===== config.mk =====
export PLATFORM = sky130hd
export DESIGN_NAME = kc_item_port
export DESIGN_NICKNAME = d
export VERILOG_FILES = /design/src/rtl/kc_pkg.sv /design/src/rtl/kc_decode.sv /design/src/rtl/kc_rom.sv /design/src/rtl/kc_pack.sv /design/src/rtl/kc_item_port.sv
export SDC_FILE = /design/constraint.sdc
export NUM_CORES = 1
export LEC_CHECK = 0
export BUFFER_PORTS_ARGS = -buffer_cell sky130_fd_sc_hd__buf_2
export CAP_MARGIN = 40
export CORE_MARGIN = 4
export CORE_UTILIZATION = 55
export DETAILED_ROUTE_END_ITERATION = 12
export PLACE_DENSITY_LB_ADDON = 0.12
export SETUP_SLACK_MARGIN = 0.02
export SLEW_MARGIN = 20
export SYNTH_ARGS = -nofsm -noshare
export SYNTH_HDL_FRONTEND = slang
export SYNTH_SLANG_ARGS = --single-unit

===== constraint.sdc =====
create_clock -name clk -period 17.9 [get_ports clk]
set_input_delay 0.895 -clock clk [delete_from_list [all_inputs] [get_ports clk]]
set_output_delay 0.895 -clock clk [all_outputs]
set_load 0.02 [all_outputs]

===== src/rtl/kc_pkg.sv =====
// Shared types for the keyed configuration item read port.
// Assumes nothing beyond IEEE 1800-2017 packages.
package kc_pkg;
    typedef enum logic [2:0] {
        OP_IDLE,
        OP_SEL,
        OP_READ,
        OP_DWR,
        OP_REJ
    } kc_op_e;

    localparam logic [31:0] KC_SIG_DEFAULT = 32'h4B434647;
endpackage


===== src/rtl/kc_decode.sv =====
// Access decoder: sorts one host access into select, data read, data write
// or reject. The port layout is fixed by the COMBINED parameter.
// Assumes at most one access per cycle; acc_size is a byte count.
module kc_decode
    import kc_pkg::*;
#(
    parameter bit COMBINED = 1'b0,
    parameter int LANES    = 8,
    localparam int SIZE_W  = $clog2(LANES + 1)
) (
    input  logic              acc_valid,
    input  logic              acc_write,
    input  logic              acc_port,
    input  logic [SIZE_W-1:0] acc_size,
    output kc_op_e            op
);
    generate
        if (COMBINED) begin : g_comb
            // Single narrow port: the access size picks the register.
            always_comb begin
                op = OP_IDLE;
                if (acc_valid) begin
                    if (acc_size == SIZE_W'(1))
                        op = acc_write ? OP_DWR : OP_READ;
                    else if (acc_size == SIZE_W'(2) && acc_write)
                        op = OP_SEL;
                    else
                        op = OP_REJ;
                end
            end
        end else begin : g_split
            // Separate control and data ports.
            always_comb begin
                op = OP_IDLE;
                if (acc_valid) begin
                    if (!acc_port)
                        op = (acc_write && acc_size == SIZE_W'(2)) ? OP_SEL : OP_REJ;
                    else if (int'(acc_size) >= 1 && int'(acc_size) <= LANES)
                        op = acc_write ? OP_DWR : OP_READ;
                    else
                        op = OP_REJ;
                end
            end
        end
    endgenerate

    // A selector load only ever comes from a 2-byte write.
    always_comb begin
        if (op == OP_SEL)
            p_sel_shape_r10: assert (acc_write && acc_size == SIZE_W'(2));
    end
endmodule


===== src/rtl/kc_rom.sv =====
// Computed item store: returns the length of the addressed item and the
// bytes at LANES consecutive offsets starting at the base offset.
// Assumes IDX_W >= 3 and MAX_LEN >= 4; bytes beyond an item's length are
// don't-care here (the packer masks them).
module kc_rom #(
    parameter int          NUM_ENTRIES = 8,
    parameter int          IDX_W       = 15,
    parameter int          MAX_LEN     = 16,
    parameter int          LANES       = 8,
    parameter logic [31:0] SIGNATURE   = kc_pkg::KC_SIG_DEFAULT,
    localparam int         OFF_W       = $clog2(MAX_LEN + 1)
) (
    input  logic                  bank,
    input  logic [IDX_W-1:0]      idx,
    input  logic [OFF_W-1:0]      base,
    output logic [OFF_W-1:0]      len,
    output logic [LANES-1:0][7:0] lane_byte
);
    // Content of one item byte.
    function automatic logic [7:0] item_byte(logic b, logic [IDX_W-1:0] i, int k);
        if (!b && i == '0)
            return (k < 4) ? SIGNATURE[8*(3-k) +: 8] : 8'h00;
        return {b, i[2:0], k[3:0]};
    endfunction

    // Length of the addressed item.
    always_comb begin
        if (!bank && idx == '0)
            len = OFF_W'(4);
        else if (int'(idx) == NUM_ENTRIES - 1)
            len = '0;
        else
            len = OFF_W'((5 * int'(idx) + 3 * int'(bank)) % (MAX_LEN + 1));
    end

    for (genvar l = 0; l < LANES; l++) begin : g_lane
        assign lane_byte[l] = item_byte(bank, idx, int'(base) + l);
    end
endmodule


===== src/rtl/kc_pack.sv =====
// Read packer: places the first deliverable byte in the most significant
// byte of an N-byte access and zero-fills whatever the item cannot supply.
// Assumes avail is already zero for an invalid or exhausted selection.
module kc_pack #(
    parameter int  LANES  = 8,
    parameter int  OFF_W  = 5,
    localparam int SIZE_W = $clog2(LANES + 1),
    localparam int DATA_W = 8 * LANES
) (
    input  logic [LANES-1:0][7:0] lane_byte,
    input  logic [SIZE_W-1:0]     size,
    input  logic [OFF_W-1:0]      avail,
    output logic [DATA_W-1:0]     data,
    output logic [OFF_W-1:0]      take
);
    // Count the delivered bytes and align them to the access size.
    always_comb begin
        int n;
        n = (int'(size) < int'(avail)) ? int'(size) : int'(avail);
        if (n > LANES)
            n = LANES;
        take = OFF_W'(n);
        data = '0;
        for (int l = 0; l < LANES; l++) begin
            if (l < n && (int'(size) - 1 - l) < LANES)
                data[8*(int'(size)-1-l) +: 8] = lane_byte[l];
        end
    end
endmodule


===== src/rtl/kc_item_port.sv =====
// Keyed configuration item read port (top). Holds the selected key, the
// validity of the selection and the byte offset, and registers one response
// per access. Assumes key bit KEY_W-1 is the bank bit and the rest is index.
module kc_item_port
    import kc_pkg::*;
#(
    parameter bit          COMBINED    = 1'b0,
    parameter int          KEY_W       = 16,
    parameter int          NUM_ENTRIES = 8,
    parameter int          MAX_LEN     = 16,
    parameter int          LANES       = 8,
    parameter logic [31:0] SIGNATURE   = KC_SIG_DEFAULT,
    localparam int         IDX_W       = KEY_W - 1,
    localparam int         OFF_W       = $clog2(MAX_LEN + 1),
    localparam int         SIZE_W      = $clog2(LANES + 1),
    localparam int         DATA_W      = 8 * LANES
) (
    input  logic              clk,
    input  logic              rst_n,
    input  logic              acc_valid,
    input  logic              acc_write,
    input  logic              acc_port,
    input  logic [SIZE_W-1:0] acc_size,
    input  logic [KEY_W-1:0]  acc_wdata,
    output logic              rsp_valid,
    output logic [DATA_W-1:0] rsp_rdata,
    output logic              acc_err
);
    kc_op_e                op;
    logic                  sel_bank;
    logic [IDX_W-1:0]      sel_idx;
    logic                  sel_ok;
    logic [OFF_W-1:0]      offset;
    logic [OFF_W-1:0]      cur_len;
    logic [OFF_W-1:0]      avail;
    logic [OFF_W-1:0]      take;
    logic [LANES-1:0][7:0] lane_byte;
    logic [DATA_W-1:0]     packed_data;

    kc_decode #(.COMBINED(COMBINED), .LANES(LANES)) u_dec (
        .acc_valid (acc_valid),
        .acc_write (acc_write),
        .acc_port  (acc_port),
        .acc_size  (acc_size),
        .op        (op)
    );

    kc_rom #(
        .NUM_ENTRIES (NUM_ENTRIES),
        .IDX_W       (IDX_W),
        .MAX_LEN     (MAX_LEN),
        .LANES       (LANES),
        .SIGNATURE   (SIGNATURE)
    ) u_rom (
        .bank      (sel_bank),
        .idx       (sel_idx),
        .base      (offset),
        .len       (cur_len),
        .lane_byte (lane_byte)
    );

    // Bytes still deliverable from the current selection.
    always_comb begin
        avail = (sel_ok && offset < cur_len) ? cur_len - offset : '0;
    end

    kc_pack #(.LANES(LANES), .OFF_W(OFF_W)) u_pack (
        .lane_byte (lane_byte),
        .size      (acc_size),
        .avail     (avail),
        .data      (packed_data),
        .take      (take)
    );

    // Selection, offset and response registers.
    always_ff @(posedge clk) begin
        if (!rst_n) begin
            sel_bank  <= 1'b0;
            sel_idx   <= '0;
            sel_ok    <= 1'b1;
            offset    <= '0;
            rsp_valid <= 1'b0;
            rsp_rdata <= '0;
            acc_err   <= 1'b0;
        end else begin
            rsp_valid <= (op != OP_IDLE);
            acc_err   <= (op == OP_REJ);
            rsp_rdata <= (op == OP_READ) ? packed_data : '0;
            case (op)
                OP_SEL: begin
                    sel_bank <= acc_wdata[KEY_W-1];
                    sel_idx  <= acc_wdata[IDX_W-1:0];
                    sel_ok   <= (int'(acc_wdata[IDX_W-1:0]) < NUM_ENTRIES);
                    offset   <= '0;
                end
                OP_READ: offset <= offset + take;
                default: ;
            endcase
        end
    end

    // a selector load rewinds the offset.
    p_sel_rewind_r2: assert property (@(posedge clk) disable iff (!rst_n)
        (op == OP_SEL) |=> (offset == '0));

    // the offset never passes the selected item's end.
    p_off_bound_r7: assert property (@(posedge clk) disable iff (!rst_n)
        sel_ok |-> (offset <= cur_len));

    // an invalid selection reads as zero.
    p_invalid_quiet_r3: assert property (@(posedge clk) disable iff (!rst_n)
        (!sel_ok && op == OP_READ) |=> (rsp_rdata == '0));

    // a rejected access flags an error and keeps all state.
    p_reject_hold_r12: assert property (@(posedge clk) disable iff (!rst_n)
        (op == OP_REJ) |=> (acc_err && rsp_rdata == '0 && $stable(offset)
                            && $stable(sel_idx) && $stable(sel_bank)));

    // a data write leaves the offset alone and is not an error.
    p_dwrite_hold_r9: assert property (@(posedge clk) disable iff (!rst_n)
        (op == OP_DWR) |=> ($stable(offset) && !acc_err && rsp_rdata == '0));

    // a read never consumes more bytes than remain.
    p_take_bound_r6: assert property (@(posedge clk) disable iff (!rst_n)
        (op == OP_READ) |-> (take <= avail));

    // every access is answered in the next cycle.
    p_resp_follow_r5: assert property (@(posedge clk) disable iff (!rst_n)
        (op != OP_IDLE) |=> rsp_valid);
endmodule


=== Word level (Yosys, flattened, before mapping) ===
Cells that the tools add are included.
Widths: inputs -> output; s select.

* Register bits: 88
* Input bits: 25
* Output and inout port bits: 66
* Logic and storage cells: 172

* Add/subtract/negate cells: 34
* Multiply operators: 2
* Div/mod/pow operators: 1
* Magnitude comparators: 30
* Equal/unequal tests: 5
* Shift operators: 24
* Mux-type cells: 51
* Bitwise gates (word level): 1
* Reduce and logical (&&, ||, !) cells: 17

{| class="wikitable"
|+ Operator list
! cell !! number
|-
| $mux 64 || 8
|-
| $shift 8x33->64 const A || 8
|-
| $shiftx 8x33->64 || 8
|-
| $bwmux 64 || 7
|-
| $shiftx 32x32->8 const A || 8
|-
| $neg 32->33 || 7
|-
| $lt 32x4->1 const B || 7
|-
| $lt 32x5->1 const B || 7
|-
| $sub 3x29->29 const A || 7
|-
| $mux 8 || 24
|-
| $lt 4x32->1 const A || 4
|-
| $and 64x64->64 || 1
|-
| $lt 3x32->1 const A || 2
|-
| $neg 8->33 || 1
|-
| $add 32x32->32 || 1
|-
| $gt 32x5->1 const B || 1
|-
| $lt 1x32->1 const A || 1
|-
| $lt 2x32->1 const A || 1
|-
| $mod 32x6->32 const B || 1
|-
| $mux 32 || 1
|-
| $add 5x3->6 const B || 4
|-
| $sub 5x4->6 const B || 4
|-
| $mux 5 || 4
|-
| $mul 3x15->18 const A || 1
|-
| other kinds (30) || 47
|}

=== Depth between registers and ports, before layout ===
* Depth in word-level cells: 29
* Mapped depth: 77
* Mapped depth without buffers: 75

=== Hierarchy ===
Synthesis repeated with hierarchy kept, for this count alone.

* Cells, all modules: 2832
* Area, all modules: 19563.8 um^2

{| class="wikitable"
|+ By module, submodules not included
! module !! instances !! cells an instance !! area an instance (um^2) !! sequential area each (um^2)
|-
| kc_pack || 1 || 1794 || 11086.9 || 0.0
|-
| kc_rom || 1 || 734 || 5195.0 || 0.0
|-
| kc_item_port || 1 || 292 || 3196.8 || 1761.7
|-
| kc_decode || 1 || 12 || 85.1 || 0.0
|}

=== Worst setup path before layout ===
OpenSTA, ideal clock, no wires.

* Path kind: register -> register
* Start point: register sel_idx[1]
* End point: register rsp_rdata[32]
* Library setup time: 65 ps
* Arrival: 14264 ps
* Required time: 17835 ps
* Path slack: 3571 ps
* Stages on the path, launching flop included: 67
* Path buffers: 1
* Clock period less this slack: 14329 ps
* Cell sequence: dfxtp_1 -> ha_1 -> ha_1 -> inv_1 -> fa_1 -> nor3_1 -> nand4bb_1 -> or3_4 -> o41ai_2 -> o211ai_2 -> a31oi_4 -> o21ai_2 -> a2111o_1 -> o21a_1 -> nor3_2 -> a32oi_2 -> or2b_4 -> nand4_1 -> [... 31 more ...] -> a21o_1 -> a21oi_1 -> nor2b_1 -> o21ai_1 -> nand2_1 -> o21ai_1 -> nor2b_1 -> a21o_1 -> or4_1 -> nand2b_1 -> nor3_1 -> inv_1 -> o221a_2 -> o21ai_0 -> a21oi_1 -> o21ai_0 -> a21oi_1 -> nor2_1

* Word-level cells in the longest chain between the ends: 29
* Elaborated cells on any way between the ends: 65
* Those cells by class: add/sub: 2; mul: 1; div: 1; order compare: 11; eq/ne: 1; shift: 8; mux: 29; bitwise: 1; reduce/logical: 11

{| class="wikitable"
|+ Ends and longest elaborated chain
! what !! RTL line !! source
|-
| start: declaration || kc_item_port.sv:31 || <nowiki>logic [IDX_W-1:0] sel_idx;</nowiki>
|-
| start signal: assignment || kc_item_port.sv:92 || <nowiki>sel_idx <= acc_wdata[IDX_W-1:0];</nowiki>
|-
| $mul 3x15->18 || kc_rom.sv:33 || <nowiki>len = OFF_W'((5 * int'(idx) + 3 * int'(bank)) % (MAX_LEN + 1));</nowiki>
|-
| $add 32x32->32 || kc_rom.sv:33 ||
|-
| $mod 32x6->32 || kc_rom.sv:33 ||
|-
| $mux 5 || kc_rom.sv:30 || <nowiki>else if (int'(idx) == NUM_ENTRIES - 1)</nowiki>
|-
| $mux 5 || kc_rom.sv:28 || <nowiki>if (!bank && idx == '0)</nowiki>
|-
| $lt 5x5->1 || kc_item_port.sv:64 || <nowiki>avail = (sel_ok && offset < cur_len) ? cur_len - offset : '0;</nowiki>
|-
| $logic_and 1x1->1 || kc_item_port.sv:64 ||
|-
| $mux 5 || kc_item_port.sv:64 ||
|-
| [... 13 more ...] || - ||
|-
| $bwmux 64 || kc_pack.sv:26 || <nowiki>data[8*(int'(size)-1-l) +: 8] = lane_byte[l];</nowiki>
|-
| $mux 64 || kc_pack.sv:25 || <nowiki>if (l < n && (int'(size) - 1 - l) < LANES)</nowiki>
|-
| $bwmux 64 || kc_pack.sv:26 ||
|-
| $mux 64 || kc_pack.sv:25 ||
|-
| $bwmux 64 || kc_pack.sv:26 ||
|-
| $mux 64 || kc_pack.sv:25 ||
|-
| $bwmux 64 || kc_pack.sv:26 ||
|-
| $mux 64 * || kc_pack.sv:25 ||
|-
| end signal: assignment || kc_item_port.sv:88 || <nowiki>rsp_rdata <= (op == OP_READ) ? packed_data : '0;</nowiki>
|-
| end: declaration || kc_item_port.sv:26 || <nowiki>output logic [DATA_W-1:0] rsp_rdata,</nowiki>
|}

Every way passes the cells marked *; elsewhere a longest branch is shown, timed or not.
A chain may end at the register's enable or synchronous reset.

=== Final worst setup path ===
* Start point: register sel_idx[1]
* End point: register rsp_rdata[15]

Same word-level chain as after synthesis.

==> reports/results.tsv <==
metric	value	unit
clk_lat worst skew	0.35	ns
Max Cap Viol	0	
TritonCTS Buffers	9	
IO buf count	90	
Tot GR Track Use	0.378	
post-route ant nets	0	
Worst EP required	18.18	ns
layout cell share with drive strength beyond 1	0.116	
drt pass-1 iters	9	
routed vias	17000	
Async S/R FF share, synth	0	
chip height	167	um
Synth warnings	0	
first-pass GRT wire length	87400	um
Top Ports	91	
die area	28000	um2
CTS max path bufs	2	
Total Nets Final	2217	
WP data arrival	16.90	ns
register area share after synthesis	0.126	
Fmax	60.2	MHz
met1 Use GR	0.507	
Hold Vio Cnt, Final	0	
GPL Wtd Cong	1.06	
root buf cell	clkbuf_16	
Final WS setup	1.28	ns
fin. max-slew vios	0	
pre-CTS setup slack	0.923	ns
share of the synthesized area in the top cell type	0.126	
Starting Density	0.557	
biggest area consumer among synthesized cells	dfxtp_1	
number of synthesized flops with an enable pin	0	
status	finished clean	
initial antenna violation count	1	
reg-to-reg startpoint	sel_idx[1]	
slowest stage delay, CP	0.67	ns
DRC Markers	0	
synth-to-layout area growth	8.06	%
WHS	0.518	ns
commonest cells after routing, fill and taps aside	243 x nand2_1, 191 x nor2_1, 179 x a21oi_1	
synthesized area per cell	6.92	um2
CP Capture Type	register	
Mapped Cells	2020	
Worst Setup SP	sel_idx[1]	
Most common cell on crit path	o21ai_0	
Reg clk slew, reported paths	0.07	ns
number of global-route vias before repair	15800	
FF-to-FF setup slack	1.28	ns
WS Path Type	reg -> reg	
largest net degree at the start of global routing	55	
final setup TNS	0	ns
std cell rows	58	
Reg2Reg Depth	68	
CP Max Fanout	13	
Post-synth top flop	dfxtp_1	
worst slew pin tran	0.962	ns
Worst Setup EP	rsp_rdata[15]	
peak supply drop	0.0000514	V
Relative slew margins	0.354	
M3 GR Usage	0.0708	
RSZ-0062 raised after global routing	false	
Syn Std Cell Area	14000	um2
GRT overflow	0	
Post-Syn Nets	2170	
CTS Sinks	88	
number of H-tree levels	3	
commonest non-fill, non-tap cell in the layout	nand2_1	
Tmin final	16.62	ns
slowest CP cell	o41ai_2	
post-synthesis cell type count	121	
WL/cell	23.4	um
Worst Setup Start Kind	register	
leading cell types by total area after synthesis	dfxtp_1 13%, ha_1 11%, nand2_1 6.5%	
busiest layer in global routing	met2	
worst min-delay path class	reg -> reg	
Seq cells post-synth	88	
die width	167	um
Post-DP HPWL	44200	um
final-report setup violation count	0	
TritonCTS clock tree	yes	
core area	25100	um2
via/cell ratio	7.09	
end of the worst register-to-register path	rsp_rdata[15]	
PD cells	55.7	nW/um2
Leakage	5.84	nW
Final Cycle Share	0.928	
Initial DRC Count	2433	
drt total wl	56200	um
met2 Use GR	0.594	
clk_skew	0.0131	ns
[where the power goes]
part / switching [W] / internal, W / total, W
registers: 0.00000238 / 0.000197 / 0.000199
logic: 0.000298 / 0.000141 / 0.000439
clock network: 0.0000892 / 0.000114 / 0.000204
[kinds of logic after synthesis]
kind of cell / Yosys count / synth area share
compound gates: 649 / 0.311
xor+xnor: 91 / 0.0586
fa+ha+maj: 127 / 0.115
buf+inv: 147 / 0.0408
flops: 88 / 0.126
mux: 45 / 0.0330
simple gates: 873 / 0.315
[flip-flops by register name, indices dropped and copies added, names as in the netlist]
signal / flops
rsp_valid: 1
sel_bank: 1
acc_err: 1
sel_idx: 15
offset: 5
sel_ok: 1
rsp_rdata: 64
[worst min-delay path by stage]
stage	depth (start not counted)	startpoint	to
2_1_floorplan	2	sel_ok	sel_ok
4_1_cts	2	sel_idx[8]	sel_idx[8]
6_report	2	sel_idx[8]	sel_idx[8]
3_5_place_dp	2	sel_idx[11]	sel_idx[11]
3_3_place_gp	2	sel_idx[12]	sel_idx[12]
5_1_grt	2	sel_idx[10]	sel_idx[10]
[per-layer routing]
layer | part of all wire | wire length [um]
met5 | 0 | 0
met3 | 0.11 | 6260
met2 | 0.42 | 23800
met1 | 0.41 | 23000
met4 | 0.055 | 3100
[metrics by stage]
stage | total power, W | utilization | instances | instance area [um2]
finish | 0.000841 | 0.602 | 2404 | 15100
global route | 0.000880 | 0.602 | 2403 | 15100
CTS | 0.000818 | 0.599 | 2399 | 15000
detailed placement | 0.000618 | 0.587 | 2383 | 14700
global placement | 0.000609 | 0.585 | 2375 | 14700
floorplan | 0.000492 | - | 2020 | 14000
[critical path, delay by kind of cell, from the launching register on]
| kind | cells | cell delay [ns] |
|---|---|---|
| compound gates | 37 | 8.37 |
| simple gates | 19 | 4.38 |
| fa+ha+maj | 7 | 2.09 |
| flops | 1 | 0.61 |
| mux | 2 | 0.60 |
| xor+xnor | 1 | 0.28 |
| buf+inv | 2 | 0.17 |
[Yosys cell counts (all sizes together) (8+ instances only)]
cell     instances
clkbuf          83
nand2b          16
or2             24
nand3          108
or3             28
nor3            68
o32ai            9
a211o           11
o21ai          160
o22ai           29
and2            16
a221oi          12
a31oi           15
and3            17
o31ai           12
nand4b          13
inv             53
xor2            29
nor4b           11
mux2i           42
buf              9
a21oi          183
ha             121
o2111ai         11
a22oi           12
o21a            13
a21o            21
nand4           45
nor2           197
o211ai          34
nand2          244
o221ai          36
o21bai           8
nor4            30
a211oi          22
nor2b           15
dfxtp           88
or4             13
xnor2           62
[layout make-up]
type,count,area [um2]
Sequential cell,88,1770
Antenna cell,2,5.00
Multi-Input combinational cell,1785,11700
Timing Repair Buffer,128,717
Clock buffer,10,239
Tap cell,330,413
Clock inverter,6,75.1
Inverter,55,206
Fill cell,2490,10000
[timing repair]
action	4_1_cts	5_1_grt
gates resized for setup	0	12
hold buffers	0	0
setup endpoints to repair	0	58
setup buffers	0	0
Note: power is estimated with default switching activity, not from simulation.
